## config.mk

```make
export PLATFORM = sky130hd
export DESIGN_NAME = qrs_gen
export DESIGN_NICKNAME = d
export VERILOG_FILES = /design/src/rtl/qrs_pkg.sv /design/src/rtl/qrs_dir_table.sv /design/src/rtl/qrs_lowzero.sv /design/src/rtl/qrs_direct.sv /design/src/rtl/qrs_gen.sv
export SDC_FILE = /design/constraint.sdc
export NUM_CORES = 2
export LEC_CHECK = 0
export BUFFER_PORTS_ARGS = -buffer_cell sky130_fd_sc_hd__buf_2
export CELL_PAD_IN_SITES_DETAIL_PLACEMENT = 0
export CELL_PAD_IN_SITES_GLOBAL_PLACEMENT = 1
export CORE_MARGIN = 1
export CORE_UTILIZATION = 58
export DETAILED_ROUTE_END_ITERATION = 6
export GPL_TIMING_DRIVEN = 0
export PLACE_DENSITY = 0.89
export SYNTH_ARGS = -nofsm -noshare
export SYNTH_HDL_FRONTEND = slang
export SYNTH_SLANG_ARGS = --single-unit
```

## constraint.sdc

```tcl
create_clock -name clk_i -period 10.9 [get_ports clk_i]
set_input_delay 1.09 -clock clk_i [delete_from_list [all_inputs] [get_ports clk_i]]
set_output_delay 1.09 -clock clk_i [all_outputs]
set_load 0.02 [all_outputs]
```

## src/rtl/qrs_pkg.sv

```systemverilog
package qrs_pkg;
  localparam int unsigned QRS_WIDTH = 32;

  typedef enum logic [1:0] {
    RUN_IDLE,
    RUN_CALC,
    RUN_LIVE,
    RUN_HALT
  } run_state_e;
endpackage

```

## src/rtl/qrs_dir_table.sv

```systemverilog
module qrs_dir_table #(
  parameter int unsigned WIDTH = 32,
  localparam int unsigned AW = $clog2(WIDTH)
) (
  input  logic             clk_i,
  input  logic             rst_ni,
  input  logic             we_i,
  input  logic [AW-1:0]    waddr_i,
  input  logic [WIDTH-1:0] wdata_i,
  input  logic [AW-1:0]    raddr_a_i,
  output logic [WIDTH-1:0] rdata_a_o,
  input  logic [AW-1:0]    raddr_b_i,
  output logic [WIDTH-1:0] rdata_b_o,
  input  logic [AW-1:0]    raddr_c_i,
  output logic [WIDTH-1:0] rdata_c_o
);
  logic [WIDTH-1:0] words_q [WIDTH];

  for (genvar g = 0; g < WIDTH; g++) begin : g_word
    always_ff @(posedge clk_i or negedge rst_ni) begin
      if (!rst_ni)                          words_q[g] <= '0;
      else if (we_i && waddr_i == AW'(g))   words_q[g] <= wdata_i;
    end
  end

  assign rdata_a_o = words_q[raddr_a_i];
  assign rdata_b_o = words_q[raddr_b_i];
  assign rdata_c_o = words_q[raddr_c_i];

  // a sampled write is visible at its address on the next cycle
  p_write_lands_r2: assert property (@(posedge clk_i) disable iff (!rst_ni)
    we_i |=> words_q[$past(waddr_i)] == $past(wdata_i));
endmodule

```

## src/rtl/qrs_lowzero.sv

```systemverilog
module qrs_lowzero #(
  parameter int unsigned WIDTH = 32,
  localparam int unsigned AW = $clog2(WIDTH)
) (
  input  logic [WIDTH-1:0] vec_i,
  output logic [AW-1:0]    pos_o,
  output logic             found_o
);
  always_comb begin
    found_o = 1'b0;
    pos_o   = '0;
    for (int i = WIDTH - 1; i >= 0; i--) begin
      if (!vec_i[i]) begin
        found_o = 1'b1;
        pos_o   = AW'(i);
      end
    end
  end

  always_comb begin
    if (found_o) begin
      p_zero_pos_r5: assert (!vec_i[pos_o]);
      p_below_ones_r5: assert ((vec_i & ((WIDTH'(1) << pos_o) - WIDTH'(1)))
                               == ((WIDTH'(1) << pos_o) - WIDTH'(1)));
    end
  end
endmodule

```

## src/rtl/qrs_direct.sv

```systemverilog
module qrs_direct #(
  parameter int unsigned WIDTH = 32,
  localparam int unsigned AW = $clog2(WIDTH)
) (
  input  logic             clk_i,
  input  logic             rst_ni,
  input  logic             load_i,
  input  logic [WIDTH-1:0] idx_i,
  input  logic [WIDTH-1:0] word_i,
  output logic [AW-1:0]    addr_o,
  output logic             done_o,
  output logic [WIDTH-1:0] acc_o
);
  logic [WIDTH-1:0] gray_q;
  logic [WIDTH-1:0] acc_q;
  logic [AW-1:0]    addr_q;
  logic             busy_q;

  // one Gray bit per cycle, stop as soon as no set bits remain
  always_ff @(posedge clk_i or negedge rst_ni) begin
    if (!rst_ni) begin
      gray_q <= '0;
      acc_q  <= '0;
      addr_q <= '0;
      busy_q <= 1'b0;
    end else if (load_i) begin
      gray_q <= idx_i ^ (idx_i >> 1);
      acc_q  <= '0;
      addr_q <= '0;
      busy_q <= 1'b1;
    end else if (busy_q) begin
      if (gray_q == '0) begin
        busy_q <= 1'b0;
      end else begin
        if (gray_q[0]) acc_q <= acc_q ^ word_i;
        gray_q <= gray_q >> 1;
        addr_q <= addr_q + AW'(1);
      end
    end
  end

  assign addr_o = addr_q;
  assign acc_o  = acc_q;
  assign done_o = busy_q && (gray_q == '0);

  // a load always begins a computation
  p_load_busy_r3: assert property (@(posedge clk_i) disable iff (!rst_ni)
    load_i |=> busy_q);
endmodule

```

## src/rtl/qrs_gen.sv

```systemverilog
module qrs_gen
  import qrs_pkg::*;
#(
  parameter int unsigned WIDTH = QRS_WIDTH,
  localparam int unsigned AW = $clog2(WIDTH)
) (
  input  logic             clk_i,
  input  logic             rst_ni,
  input  logic             dir_we_i,
  input  logic [AW-1:0]    dir_addr_i,
  input  logic [WIDTH-1:0] dir_data_i,
  input  logic             start_i,
  input  logic [WIDTH-1:0] start_idx_i,
  input  logic [AW-1:0]    stride_exp_i,
  input  logic             step_i,
  output logic [WIDTH-1:0] point_o,
  output logic             valid_o,
  output logic             ovf_o
);
  run_state_e       state_q;
  logic [WIDTH-1:0] idx_q, point_q;
  logic [AW-1:0]    pexp_q;

  logic [WIDTH-1:0] stride_one, stride_mask, word_p_raw, stride_word, word_c;
  logic [WIDTH-1:0] eng_word, eng_acc;
  logic [AW-1:0]    eng_addr, zero_pos, p_addr;
  logic             eng_done, zero_found;

  assign stride_one  = WIDTH'(1) << pexp_q;
  assign stride_mask = stride_one - WIDTH'(1);
  assign p_addr      = pexp_q - AW'(1);
  assign stride_word = (pexp_q == '0) ? '0 : word_p_raw;

  qrs_dir_table #(.WIDTH(WIDTH)) i_table (
    .clk_i     (clk_i),
    .rst_ni    (rst_ni),
    .we_i      (dir_we_i),
    .waddr_i   (dir_addr_i),
    .wdata_i   (dir_data_i),
    .raddr_a_i (eng_addr),
    .rdata_a_o (eng_word),
    .raddr_b_i (p_addr),
    .rdata_b_o (word_p_raw),
    .raddr_c_i (zero_pos),
    .rdata_c_o (word_c)
  );

  // carry end of idx + 2^p: first zero at or above bit p
  qrs_lowzero #(.WIDTH(WIDTH)) i_lowzero (
    .vec_i   (idx_q | stride_mask),
    .pos_o   (zero_pos),
    .found_o (zero_found)
  );

  qrs_direct #(.WIDTH(WIDTH)) i_direct (
    .clk_i  (clk_i),
    .rst_ni (rst_ni),
    .load_i (start_i),
    .idx_i  (start_idx_i),
    .word_i (eng_word),
    .addr_o (eng_addr),
    .done_o (eng_done),
    .acc_o  (eng_acc)
  );

  always_ff @(posedge clk_i or negedge rst_ni) begin
    if (!rst_ni) begin
      state_q <= RUN_IDLE;
      idx_q   <= '0;
      pexp_q  <= '0;
      point_q <= '0;
    end else if (start_i) begin
      state_q <= RUN_CALC;
      idx_q   <= start_idx_i;
      pexp_q  <= stride_exp_i;
    end else begin
      unique case (state_q)
        RUN_CALC: begin
          if (eng_done) begin
            point_q <= eng_acc;
            state_q <= RUN_LIVE;
          end
        end
        RUN_LIVE: begin
          if (step_i) begin
            if (!zero_found) begin
              state_q <= RUN_HALT;
            end else begin
              point_q <= point_q ^ stride_word ^ word_c;
              idx_q   <= idx_q + stride_one;
            end
          end
        end
        default: ;
      endcase
    end
  end

  assign point_o = point_q;
  assign valid_o = (state_q == RUN_LIVE) || (state_q == RUN_HALT);
  assign ovf_o   = (state_q == RUN_HALT);

  p_start_drops_valid_r8: assert property (@(posedge clk_i) disable iff (!rst_ni)
    start_i |=> !valid_o);
  p_start_clears_ovf_r7: assert property (@(posedge clk_i) disable iff (!rst_ni)
    start_i |=> !ovf_o);
  p_halt_freezes_r7: assert property (@(posedge clk_i) disable iff (!rst_ni)
    (ovf_o && !start_i) |=> (ovf_o && $stable(point_o)));
  p_calc_ignores_step_r6: assert property (@(posedge clk_i) disable iff (!rst_ni)
    (!valid_o && !eng_done && !start_i) |=> (!valid_o && $stable(point_o)));
  p_result_on_done_r3: assert property (@(posedge clk_i) disable iff (!rst_ni)
    (eng_done && !start_i) |=> (valid_o && point_o == $past(eng_acc)));
  p_valid_sticky_r4: assert property (@(posedge clk_i) disable iff (!rst_ni)
    (valid_o && !start_i) |=> valid_o);
endmodule

```

==> impl_metrics.csv <==
group,metric,value,unit
status,outcome,"finished, violations left",
status,violations,"design-rule violations, max-capacitance violations, max-slew violations, negative setup slack",
synth,yosysUniqueCellTypes,93,
run,maxCapViolations,47,
sta,setup_viol,11,
cts,path_clk_slew,60,ps
sta,finalMaxSlewViolations,496,
floorplan,die_x,362,um
cts,clk_path_buf_depth,3,
placed_design,dp_worst_setup_slack,-1660,ps
worst_setup_path,r2r_slack,-210,ps
global_routing,overflow,0,
synth,synth-edff-count,0,
sta,hold_viol_final,0,
placed_design,place_inst,7999,
drt,drt-total-wl,392000,um
worst_setup_path,crit_path_top_delay_cell,"buf_2",
finish,register_area,29200,um2
drt,vias_per_cell,8.19,
worst_setup_path,worstRegToRegCells,29,
worst_setup_path,worstSetupEndpointType,"register",
drt,drcViolationCount,120,
floorplan,pin_count,113,
synth,synth_nets,6257,
worst_setup_path,reg2reg_from,"pexp_q[0]$_DFFE_PN0P_",
global_routing,grt_pass1_wl,528000,um
finish,nets,6532,
finish,nFillCells,9938,
cts,htreeDepth,4,
worst_setup_path,worstSetupStartpoint,"pexp_q[0]$_DFFE_PN0P_",
power,p_per_area,228,nW/um2
sta,relSlewSlack,-20.6,%
worst_setup_path,crit_path_max_incr_delay,840,ps
cts,cts_tree,"done",
synth,syn_area,75300,um2
drt,num_vias,67800,
drt,ant_nets,0,
worst_setup_path,critPathLaunchType,"register",
synth,ys_seq_elements,1165,
cts,cts_made_buffers,136,
floorplan,dieArea,131000,um2
cts,holdBufCountCts,0,
finish,multi_input_area,43600,um2
synth,synth_flop_cell,"dfrtp_1",
worst_hold_path,min_path_type,"in -> async",
floorplan,die_y,362,um
cts,clkSinkCount,1165,
synth,syn_area_per_cell,12.3,um2
worst_setup_path,critPathKind,"reg -> reg",
placed_design,place_congestion,1.10,
floorplan,core,128000,um2
global_routing,grt_max_degree,169,
worst_setup_path,critPathMaxFanout,11,
power,ir_drop,0.171,mV
sta,min_period,11110,ps
synth,yosysSeqAreaShare,38.7,%
worst_setup_path,r2r_end,"point_o[29]$_DFFE_PN0P_",
floorplan,start_util,58.7,%
cts,insertion_delay,810,ps
synth,yosys_warnings,0,
floorplan,rows,131,
sta,fin_skew,25.8,ps
global_routing,grt_pass1_vias,64800,
worst_setup_path,cp_data_required_time,11620,ps
placed_design,portBuffers,108,
sta,fin_crit_sh,102,%
placed_design,dp_hpwl,266000,um
cts,cts_root_buffer,"clkbuf_16",
global_routing,grt_antenna_before_repair,43,
sta,worstMarginPinSlew,1810,ps
global_routing,grt_usage,59.7,%
drt,first_pass_iters,7,
finish,area_growth,11.0,%
worst_setup_path,cp_common_cell,"buf_2",
power,p_leak,34.3,nW
sta,setup_ws,-209,ps
drt,drt_iter0_markers,12900,
finish,drive_gt1_share,35.7,%
finish,final_cells,8283,
drt,wire_per_inst,47.3,um
synth,synth_cells,6139,
sta,rsz0062_at_grt,"no",
synth,async_flop_share,100,%
sta,max_freq,90.0,MHz
worst_setup_path,worstPathArrival,11830,ps
-- cell usage after synthesis (48+ instances only) --
master / count / area (um2)
nand3_1: 116 / 581
a21oi_1: 231 / 1160
mux4_2: 640 / 14400
mux2i_1: 460 / 4600
buf_2: 60 / 300
mux2_2: 1058 / 11900
nand2_1: 521 / 1960
dfrtp_1: 1165 / 29200
nor2_1: 166 / 623
a21o_1: 48 / 360
o22ai_1: 76 / 475
o21ai_0: 183 / 916
buf_1: 103 / 387
a31oi_1: 67 / 419
nor4_1: 53 / 332
nand4_1: 83 / 519
clkbuf_1: 402 / 1510
-- worst max-delay path by stage --
stage	end	slack, ps	cells after the start
finish	point_o[29]$_DFFE_PN0P_	-210	29
global route	point_o[29]$_DFFE_PN0P_	90	30
CTS	point_o[29]$_DFFE_PN0P_	150	30
detailed placement	point_o[27]$_DFFE_PN0P_	-1660	28
global placement	i_table.words_q[199]$_DFFE_PN0P_	-17140	1
floorplan	point_o[15]$_DFFE_PN0P_	3610	30
-- cells in the final DEF (no fill, tap or decap), drive strengths merged, types with 67 or more instances in the layout --
cell | synthesis | routed
clkbuf | 402 | 604
a21oi | 231 | 231
nand4 | 83 | 83
nand3 | 116 | 116
o22ai | 77 | 77
buf | 192 | 316
o21ai | 184 | 184
mux2i | 460 | 460
mux4 | 640 | 640
a31oi | 67 | 67
mux2 | 1059 | 1059
dfrtp | 1165 | 1165
nand2 | 522 | 522
nor2 | 168 | 168
-- timing repair --
item	CTS	global route
resized for setup	31	22
setup buffers	0	3
endpoints found under the setup margin	32	26
pin swaps	0	1
-- layer usage --
metal / part of all wire [%] / track usage, % / up-vias / wire length, um
li1: - / - / 24300 / -
met1: 32 / 68.3 / 33800 / 125000
met2: 38 / 76.0 / 7403 / 148000
met3: 19 / 38.1 / 2354 / 72800
met4: 11 / 51.5 / 34 / 44900
met5: 0.25 / 4.77 / - / 975
-- registers in the layout, indices dropped and copies added, names as in the netlist --
signal           flops
i_table.words_q   1024
i_direct.acc_o      32
i_direct.gray_q     32
idx_q               32
point_o             32
i_direct.addr_o      5
pexp_q               5
state_q              2
i_direct.busy_q      1
-- cells by family (layout without fill, tap and decap cells) --
kind of cell	count (synthesis)	after routing	share of synthesized area (%)
AO/OA/AOI/OAI	866	866	7.39
XOR/XNOR	70	70	0.814
adder cells (fa/ha/maj)	40	40	0.672
buffers and inverters	623	1004	3.38
flip-flops	1165	1165	38.7
multiplexers	2159	2159	41.1
other	0	34	0
AND/OR/NAND/NOR	1216	1216	7.90
-- worst max-delay path: cells and delay by family (launching register included) --
kind	cells	cell delay [ps]
AOI/OAI and AO/OA	9	2620
DFF	1	380
adders and majority gates	2	440
buffers and inverters	12	5240
and+or+nand+nor	6	2230
-- through the flow --
step	hold slack, ps	area (um2)	setup TNS, ps	power (mW)	utilization [%]
after global routing	243	83500	0	19.0	65.1
after detailed placement	494	78600	-42620	13.4	61.3
final	196	83500	-666	19.1	65.2
after CTS	211	83300	0	18.2	65.0
after floorplan	492	75300	0	10.2	-
after global placement	487	78000	-	13.2	60.8
-- where the power goes --
part           internal, mW  switching [mW]  total (mW)
logic                  2.96            5.11        8.07
clock network          2.84            2.08        4.92
registers              5.13           0.953        6.08
total                  10.9            8.14        19.1
-- area by class of cell --
cell class	count	share of cell area [%]
Sequential cell	1165	34.9
Buffer	593	3.18
Timing Repair Buffer	138	1.34
Tap cell	1729	2.59
Clock buffer	193	4.71
Multi-Input combinational cell	4351	52.2
Antenna cell	34	0.102
Clock inverter	51	0.813
Inverter	29	0.130
(Power assumes the default switching activity.)
